===== config.mk =====
export PLATFORM = sky130hd
export DESIGN_NAME = keyed_watchdog
export DESIGN_NICKNAME = d
export VERILOG_FILES = /design/src/rtl/wdg_pkg.sv /design/src/rtl/wdg_keyctl.sv /design/src/rtl/wdg_sync_reg.sv /design/src/rtl/wdg_down.sv /design/src/rtl/keyed_watchdog.sv
export SDC_FILE = /design/constraint.sdc
export NUM_CORES = 1
export LEC_CHECK = 0
export ABC_CLOCK_PERIOD_IN_PS = 2800
export BUFFER_PORTS_ARGS = -buffer_cell sky130_fd_sc_hd__clkbuf_2
export CORE_MARGIN = 5
export CORE_UTILIZATION = 53
export DETAILED_ROUTE_END_ITERATION = 16
export PLACE_DENSITY = 0.86
export SLEW_MARGIN = 25
export SYNTH_ARGS = -nofsm -noshare
export SYNTH_HDL_FRONTEND = slang
export SYNTH_SLANG_ARGS = --single-unit

===== constraint.sdc =====
create_clock -name clk -period 2.8 [get_ports clk]
set_input_delay 0.56 -clock clk [delete_from_list [all_inputs] [get_ports clk]]
set_output_delay 0.56 -clock clk [all_outputs]
set_load 0.02 [all_outputs]

===== src/rtl/wdg_pkg.sv =====
package wdg_pkg;
  localparam int ADDR_W = 5;
  localparam int DATA_W = 16;

  localparam logic [DATA_W-1:0] KEY_START = 16'hCCCC;
  localparam logic [DATA_W-1:0] KEY_FEED  = 16'hAAAA;
  localparam logic [DATA_W-1:0] KEY_OPEN  = 16'h5555;

  localparam logic [ADDR_W-1:0] OFS_KEY   = 5'h00;
  localparam logic [ADDR_W-1:0] OFS_DIV   = 5'h04;
  localparam logic [ADDR_W-1:0] OFS_RLD   = 5'h08;
  localparam logic [ADDR_W-1:0] OFS_STAT  = 5'h0C;
  localparam logic [ADDR_W-1:0] OFS_EARLY = 5'h14;

  localparam int EARLY_EN_BIT  = 15;
  localparam int EARLY_ACK_BIT = 14;
endpackage


===== src/rtl/wdg_keyctl.sv =====
module wdg_keyctl
  import wdg_pkg::*;
(
  input  logic              clk,
  input  logic              rst,
  input  logic              key_wr,
  input  logic [DATA_W-1:0] key_val,
  output logic              unlocked,
  output logic              running,
  output logic              load
);
  logic hit_start, hit_feed;

  assign hit_start = key_wr && (key_val == KEY_START);
  assign hit_feed  = key_wr && (key_val == KEY_FEED) && running;
  assign load      = hit_start || hit_feed;

  always_ff @(posedge clk) begin
    if (rst) begin
      unlocked <= 1'b0;
      running  <= 1'b0;
    end else begin
      if (key_wr) unlocked <= (key_val == KEY_OPEN);
      if (hit_start) running <= 1'b1;
    end
  end

  // software has no way to stop a started watchdog
  p_run_sticky_r9: assert property (@(posedge clk) disable iff (rst)
    running |=> running);
endmodule


===== src/rtl/wdg_sync_reg.sv =====
module wdg_sync_reg #(
  parameter int W          = 12,
  parameter int SYNC_TICKS = 3,
  parameter logic [W-1:0] RESET_VAL = '0
) (
  input  logic         clk,
  input  logic         rst,
  input  logic         tick,
  input  logic         wr,
  input  logic [W-1:0] wdata,
  output logic [W-1:0] shadow,
  output logic [W-1:0] active,
  output logic         busy
);
  localparam int CW = $clog2(SYNC_TICKS + 1);

  logic [CW-1:0] wait_cnt;

  assign busy = (wait_cnt != '0);

  always_ff @(posedge clk) begin
    if (rst) begin
      shadow   <= RESET_VAL;
      active   <= RESET_VAL;
      wait_cnt <= '0;
    end else if (wr) begin
      shadow   <= wdata;
      wait_cnt <= CW'(SYNC_TICKS);
    end else if (tick && busy) begin
      wait_cnt <= wait_cnt - CW'(1);
      if (wait_cnt == CW'(1)) active <= shadow;
    end
  end

  // once the busy flag drops, the counting logic holds the written value
  p_apply_on_clear_r6: assert property (@(posedge clk) disable iff (rst)
    $fell(busy) |-> (active == $past(shadow)));

  // the busy flag never drops on a cycle without a tick
  p_hold_no_tick_r6: assert property (@(posedge clk) disable iff (rst)
    (busy && !tick && !wr) |=> busy);
endmodule


===== src/rtl/wdg_down.sv =====
module wdg_down #(
  parameter int CNT_W = 12,
  parameter int PR_W  = 3,
  parameter int DIV_W = 8
) (
  input  logic             clk,
  input  logic             rst,
  input  logic             tick,
  input  logic             running,
  input  logic             load,
  input  logic [PR_W-1:0]  div_sel,
  input  logic [CNT_W-1:0] reload,
  input  logic [CNT_W-1:0] thr,
  input  logic             early_en,
  input  logic             early_ack,
  output logic             rst_req,
  output logic             early_irq
);
  logic [DIV_W-1:0] div_cnt, div_top;
  logic [CNT_W-1:0] cnt, cnt_dec;
  logic             step;

  always_comb begin
    div_top = '0;
    for (int i = 0; i < DIV_W; i++)
      if (i < int'(div_sel) + 2) div_top[i] = 1'b1;
  end

  assign step    = running && tick && (div_cnt >= div_top);
  assign cnt_dec = cnt - CNT_W'(1);

  always_ff @(posedge clk) begin
    if (rst) begin
      div_cnt <= '0;
      cnt     <= '0;
      rst_req <= 1'b0;
    end else begin
      rst_req <= 1'b0;
      if (load) begin
        cnt     <= reload;
        div_cnt <= '0;
      end else if (running && tick) begin
        if (step) begin
          div_cnt <= '0;
          if (cnt == '0) begin
            cnt     <= reload;
            rst_req <= 1'b1;
          end else begin
            cnt <= cnt_dec;
          end
        end else begin
          div_cnt <= div_cnt + DIV_W'(1);
        end
      end
    end
  end

  always_ff @(posedge clk) begin
    if (rst) early_irq <= 1'b0;
    else if (step && !load && early_en && (cnt != '0) && (cnt_dec == thr))
      early_irq <= 1'b1;
    else if (early_ack)
      early_irq <= 1'b0;
  end

  // a reset request lasts a single cycle
  p_pulse_single_r10: assert property (@(posedge clk) disable iff (rst)
    rst_req |=> !rst_req);

  // the interrupt holds until acknowledged
  p_irq_sticky_r7: assert property (@(posedge clk) disable iff (rst)
    (early_irq && !early_ack) |=> early_irq);

  // nothing expires while the watchdog is idle
  p_idle_quiet_r5: assert property (@(posedge clk) disable iff (rst)
    !running |=> !rst_req);

  // a disabled early warning cannot rise
  p_irq_masked_r8: assert property (@(posedge clk) disable iff (rst)
    (!early_en && !early_irq) |=> !early_irq);
endmodule


===== src/rtl/keyed_watchdog.sv =====
module keyed_watchdog
  import wdg_pkg::*;
#(
  parameter int MAX_DIV_LOG2 = 8,
  parameter int RLD_W        = 12,
  parameter int SYNC_TICKS   = 3
) (
  input  logic              clk,
  input  logic              rst,
  input  logic              tick,
  input  logic              wr_en,
  input  logic [ADDR_W-1:0] wr_addr,
  input  logic [DATA_W-1:0] wr_data,
  input  logic              rd_en,
  input  logic [ADDR_W-1:0] rd_addr,
  output logic [DATA_W-1:0] rd_data,
  output logic              rst_req,
  output logic              early_irq
);
  localparam int PR_W = $clog2(MAX_DIV_LOG2 - 1);
  localparam logic [PR_W-1:0]  PR_MAX  = PR_W'(MAX_DIV_LOG2 - 2);
  localparam logic [RLD_W-1:0] RLD_RST = '1;

  logic             unlocked, running, load;
  logic             wr_div, wr_rld, wr_early, ack;
  logic [PR_W-1:0]  pr_in, pr_shadow, pr_active;
  logic [RLD_W-1:0] rld_shadow, rld_active, thr;
  logic             pr_busy, rld_busy, early_en;

  assign wr_div   = wr_en && unlocked && (wr_addr == OFS_DIV);
  assign wr_rld   = wr_en && unlocked && (wr_addr == OFS_RLD);
  assign wr_early = wr_en && unlocked && (wr_addr == OFS_EARLY);
  assign ack      = wr_en && (wr_addr == OFS_EARLY) && wr_data[EARLY_ACK_BIT];
  assign pr_in    = (wr_data[PR_W-1:0] > PR_MAX) ? PR_MAX : wr_data[PR_W-1:0];

  wdg_keyctl u_keys (
    .clk(clk), .rst(rst),
    .key_wr(wr_en && (wr_addr == OFS_KEY)), .key_val(wr_data),
    .unlocked(unlocked), .running(running), .load(load)
  );

  wdg_sync_reg #(.W(PR_W), .SYNC_TICKS(SYNC_TICKS), .RESET_VAL('0)) u_div (
    .clk(clk), .rst(rst), .tick(tick), .wr(wr_div), .wdata(pr_in),
    .shadow(pr_shadow), .active(pr_active), .busy(pr_busy)
  );

  wdg_sync_reg #(.W(RLD_W), .SYNC_TICKS(SYNC_TICKS), .RESET_VAL(RLD_RST)) u_rld (
    .clk(clk), .rst(rst), .tick(tick), .wr(wr_rld), .wdata(wr_data[RLD_W-1:0]),
    .shadow(rld_shadow), .active(rld_active), .busy(rld_busy)
  );

  always_ff @(posedge clk) begin
    if (rst) begin
      thr      <= '0;
      early_en <= 1'b0;
    end else if (wr_early) begin
      thr      <= wr_data[RLD_W-1:0];
      early_en <= wr_data[EARLY_EN_BIT];
    end
  end

  wdg_down #(.CNT_W(RLD_W), .PR_W(PR_W), .DIV_W(MAX_DIV_LOG2)) u_down (
    .clk(clk), .rst(rst), .tick(tick), .running(running), .load(load),
    .div_sel(pr_active), .reload(rld_active), .thr(thr),
    .early_en(early_en), .early_ack(ack),
    .rst_req(rst_req), .early_irq(early_irq)
  );

  always_ff @(posedge clk) begin
    if (rst) rd_data <= '0;
    else if (rd_en) begin
      rd_data <= '0;
      case (rd_addr)
        OFS_DIV:   rd_data[PR_W-1:0] <= pr_shadow;
        OFS_RLD:   rd_data[RLD_W-1:0] <= rld_shadow;
        OFS_STAT:  rd_data[1:0] <= {rld_busy, pr_busy};
        OFS_EARLY: begin
          rd_data[RLD_W-1:0]   <= thr;
          rd_data[EARLY_EN_BIT] <= early_en;
        end
        default:   rd_data <= '0;
      endcase
    end
  end

  // a closed bank ignores configuration writes
  p_locked_rld_r2: assert property (@(posedge clk) disable iff (rst)
    (wr_en && !unlocked && (wr_addr == OFS_RLD)) |=> $stable(rld_shadow));
  p_locked_div_r2: assert property (@(posedge clk) disable iff (rst)
    (wr_en && !unlocked && (wr_addr == OFS_DIV)) |=> $stable(pr_shadow));
  // the stored divider never exceeds the ceiling
  p_div_clamped_r3: assert property (@(posedge clk) disable iff (rst)
    pr_shadow <= PR_MAX);
endmodule


# == Word-level counts from Yosys, hierarchy flattened ==
# Index checks and enable logic that the tools add are counted.
# word_totals
out_inout_bits,18
memories,0
elab_cells,107
regBits,84
ram_bits,0
inputBits,31
latch_bits,0
mem_bits_ro,0
# classes
multipliers,0
muxes,25
n_div,0
n_shift,0
add_sub_neg,5
n_reduce_logical,35
n_eq_ne,13
bitwise,4
order_cmp,10
# ops
operator,n
$lt A4 B32 Y1 const A,4
$lt A3 B32 Y1 const A,2
$mux W12,4
$eq A16 B16 Y1 const B,2
$lt A2 B32 Y1 const A,1
$logic_and A1 B1 Y1,18
$pmux W9 S2,1
$eq A16 B15 Y1 const B,1
$eq A5 B4 Y1 const B,3
$reduce_bool A2 Y1,7
$eq A12 B12 Y1,1
$logic_not A12 Y1,1
$mux W1,12
$reduce_bool A12 Y1,1
$sub A12 B1 Y12 const B,1
$eq A5 B3 Y1 const B,2
$eq A5 B5 Y1 const B,2
$add A8 B1 Y8 const B,1
$ge A8 B8 Y1,1
$mux W2,4
$mux W8,1
$pmux W2 S4,1
$reduce_and A3 Y1,2
$logic_not A5 Y1,1
13 further kinds,18

# == Longest topological paths before layout ==
# depth
word_depth,11
ltp_mapped,12
mapped_depth_nobuf,11

# == Cells and area by module ==
# A second synthesis with hierarchy kept.
# hier_totals
cells_unflattened,535
hier_area_um2,4760.8
# by_module_without_submodules
module,n_inst,seq_area_each_um2,area_each_um2,cells_per_inst
wdg_down,1,440.4,1764.2,219
keyed_watchdog,1,520.5,1332.5,152
wdg_sync_reg at u_rld,1,520.5,1089.8,107
wdg_sync_reg at u_div,1,160.2,406.6,38
wdg_keyctl,1,40.0,167.7,19

# == Worst setup path before layout ==
# OpenSTA, ideal clock, no wires.
# synth_path
path_type,reg2reg
from,register u_div.active[1]
to,register u_down.cnt[4]
t_required_ps,2683
slack_ps,97
t_arrival_ps,2586
synth_period_minus_slack_ps,2703
stages_incl_launch_ff,12
cell_sequence,dfxtp_1 > inv_1 > ha_1 > or2_2 > ha_1 > a21oi_1 > nor2_1 > a211oi_1 > a21oi_1 > o21ba_2 > clkbuf_1 > a22o_2
# synth_via
elab_chain_len,7
# synth_rtl
item,line,source
from (decl),wdg_sync_reg.sv:12,"output logic [W-1:0] active,"
from (signal assigned),wdg_sync_reg.sv:31,if (wait_cnt == CW'(1)) active <= shadow;
$add A3 B2 Y4 *,wdg_down.sv:26,if (i < int'(div_sel) + 2) div_top[i] = 1'b1;
"$lt A2 B32 Y1, or another cell as far along",wdg_down.sv:26,
$mux W1,wdg_down.sv:26,
$ge A8 B8 Y1 *,wdg_down.sv:29,assign step = running && tick && (div_cnt >= div_top);
$logic_and A1 B1 Y1 *,wdg_down.sv:29,
$reduce_bool A2 Y1 (no source line) *,n/a,
$reduce_and A2 Y1 (no source line) *,n/a,
to (signal assigned),wdg_down.sv:40,cnt <= reload;
to (signal assigned),wdg_down.sv:46,cnt <= reload;
to (signal assigned),wdg_down.sv:49,cnt <= cnt_dec;
to (decl),wdg_down.sv:20,"logic [CNT_W-1:0] cnt, cnt_dec;"
# Every way passes the cells marked *; elsewhere a longest branch is shown, timed or not.
# A chain may end at the register's enable or synchronous reset.

# == Worst setup path in the final report ==
# layout_path
from,register u_div.active[1]
to,register u_down.cnt[1]
# Same word-level chain as after synthesis.

==> reports/results.ini <==
[status]
status=complete, no violations

[yosys]
yosysTopAreaCellShare=0.372
ys_ff_latch=84
synth.area.top_cells=dfxtp_1 37%, a211o_1 5.2%, nor2_1 5.1%, ha_1 5.0%, nor2b_1 4.3%
synth_edf_count=0
synthFlopType=dfxtp_1
synth_cells=505
yosys.cell_types.count=69
yosys_warnings=0
avgSynthCellArea_sq_um=8.96
synth_top_cell_by_area=dfxtp_1
seq_area_frac_synth=0.372
syn_area_sq_um=4520
async_flop_share=0

[layout]
fillers=676
num_antenna_cells=0
finalInstanceArea_sq_um=5000
stdcell_count=651
syn_to_final_growth_pct=10.6
layout-drive-gt1-share=0.174
nNetsFinal=590

[route]
wirelength_mm=11.0
wl_per_cell_microns=16.9
vias=4001
ant_nets=0
routed_via_density=6.15
drtPass1Iterations=5
post-route-drc-count=0
first_iter_violations=299

[run]
cap_viol_max_count=0

[global_routing]
grt_pass1_vias=3786
grt-ovfl-total=0
grt_usage=0.212
grt_antenna_before_repair=0
grt_pass1_wl_mm=17.9
grt_start_max_net_pins=47

[timing]
slew_headroom=0.450
worst_pin_slew_ns=0.822
holdWs_ns=0.463
final-hold-violation-count=0
max_freq_ghz=0.377
finalSetupViolCount=0
period_needed_ns=2.65
finClkSkew_ns=0.0133
period_share=0.947
finalMaxSlewViolations=0
setup_tns_ns=0
rsz0062_at_grt=no

[clock_tree]
clk_pin_slew_ns=0.09
cts_max_path_buffers=2
cts_hold_buf=0
cts_tree=yes
cts_num_sinks=84
cts_setup_buffers=0
htree_levels=3
cts_buffers=9
insertion_delay_ns=0.35
cts-root-buf=clkbuf_8

[power_and_ir_drop]
ir_worst_vdd_mv=0.539
cellPowerDensity_nw_per_um2=473
cellLeakagePower_nw=1.98
total_power_w=0.00237

[min_path]
whs_path_depth=2
hp-start=wr_data[8]
hold_path_end=u_rld.shadow[8]
hold_path.class=in2reg

[worst_setup_path]
worstPathArrival_ns=2.90
critPathKind=reg2reg
reg2reg_depth=11
reg2reg_slack_ns=0.15
path_max_fanout=16
start_kind=flip-flop
r2r_end=u_down.cnt[1]
critPathLaunch=u_div.active[1]
cp-end-kind=flip-flop
critPathRequiredTime_ns=3.05
r2r-start=u_div.active[1]

[place]
place_congestion=0.953
dp_hpwl_mm=7.98
port_buffers=45
postPlaceCellArea_sq_um=4770
dpl.cell_count=635

[floorplanning]
die_h_microns=102
die_w_microns=102
core_region_area_sq_um=8260
io_pins=49
rows=33
start_util=0.548
die_area_sq_um=10500

==> where the power goes <==
part	switching, W	internal [W]	total (W)
Clock	0.000460	0.000512	0.000972
Combinational	0.000109	0.0000644	0.000173
Sequential	0.0000105	0.00121	0.00122
Total	0.000579	0.00179	0.00237
==> through the flow <==
stage | utilization | setup WS (ns)
6_report | 0.606 | 0.149
5_1_grt | 0.606 | 0.0106
4_1_cts | 0.604 | 0.0340
3_5_place_dp | 0.577 | -0.0155
3_3_place_gp | 0.577 | 0.0620
2_1_floorplan | - | 0.0969
==> kinds of logic (layout without fill, tap and decap cells) <==
kind of cell             Yosys count  after routing  share of synthesized area
adder cells (fa/ha/maj)           18             18                     0.0498
AO/OA/AOI/OAI                    110            110                      0.183
flip-flops                        84             84                      0.372
XOR/XNOR                          22             22                     0.0426
buffers and inverters             49             88                     0.0586
other                              1              3                   0.000829
multiplexers                      23             23                     0.0523
AND/OR/NAND/NOR                  198            198                      0.241
==> sequential cells by signal, summed over array words and instances (netlist names), 2 cells and up <==
signal	count
u_div.active	3
u_div.wait_cnt	2
u_rld.shadow	12
u_down.div_cnt	8
rd_data	13
thr	12
u_rld.active	12
u_down.cnt	12
u_div.shadow	3
u_rld.wait_cnt	2
==> synth_stat cells (all sizes together) (3+ instances only) <==
cell,count
a211o,27
a32o,6
inv,16
ha,18
nand3,6
a22o,4
o2111ai,4
nor2b,31
and2,3
xnor2,13
nor4,5
xor2,9
a211oi,4
nor3,22
o21ai,13
nand2,22
a221oi,9
or2,7
nand2b,3
mux2i,18
dfxtp,84
buf,11
o41ai,4
nand4,10
mux2,5
nor4b,3
nor2,61
nor4bb,5
and3,9
a21oi,22
clkbuf,22
==> final cells by class <==
class                           count  area [sq um]  share of cell area
Clock buffer                       10           128              0.0255
Clock inverter                      6          95.1              0.0190
Timing Repair Buffer               56           312              0.0623
Multi-Input combinational cell    374          2600               0.519
Tap cell                          105           131              0.0263
Sequential cell                    84          1680               0.336
Inverter                           16          60.1              0.0120
==> cells in the final DEF, fill, tap and decap left out, drive strengths merged, types with 10 or more instances in the layout <==
master   n
buf     11
a211o   27
o21ai   13
clkbuf  55
nand2   22
nor2    61
nand4   10
ha      18
nor3    22
a21oi   22
dfxtp   84
mux2i   18
xnor2   13
nor2b   31
inv     18
==> worst max path at each step <==
stage / to / depth (start not counted) / slack, ns
final: u_down.cnt[1] / 11 / 0.15
after detailed placement: u_down.cnt[4] / 11 / -0.02
after global placement: u_down.cnt[4] / 11 / 0.06
after global routing: u_down.cnt[3] / 12 / 0.01
after CTS: u_down.cnt[4] / 11 / 0.03
after floorplan: u_down.cnt[4] / 11 / 0.1
==> worst max-delay path, cell delays in order, from the launching register on <==
cell	delay, ns
dfxtp_2	0.38
inv_1	0.07
ha_1	0.25
or2_2	0.29
ha_1	0.30
a21oi_1	0.14
nor2_1	0.07
a211oi_2	0.23
a21oi_1	0.14
buf_6	0.18
o21ba_4	0.26
a32o_1	0.23
==> per-layer routing <==
| layer | vias to the layer above | track usage | wire [microns] |
|---|---|---|---|
| met4 | 0 | 0.0575 | 197 |
| met5 | - | 0 | 0 |
| li1 | 1907 | - | - |
| met1 | 1852 | 0.284 | 4690 |
| met2 | 215 | 0.354 | 5250 |
| met3 | 27 | 0.0375 | 876 |
==> timing repair <==
item,CTS,global route
setup endpoints to repair,9,10
hold endpoints to repair,0,0
resized for setup,1,3
Note: power is estimated with default switching activity, not from simulation.
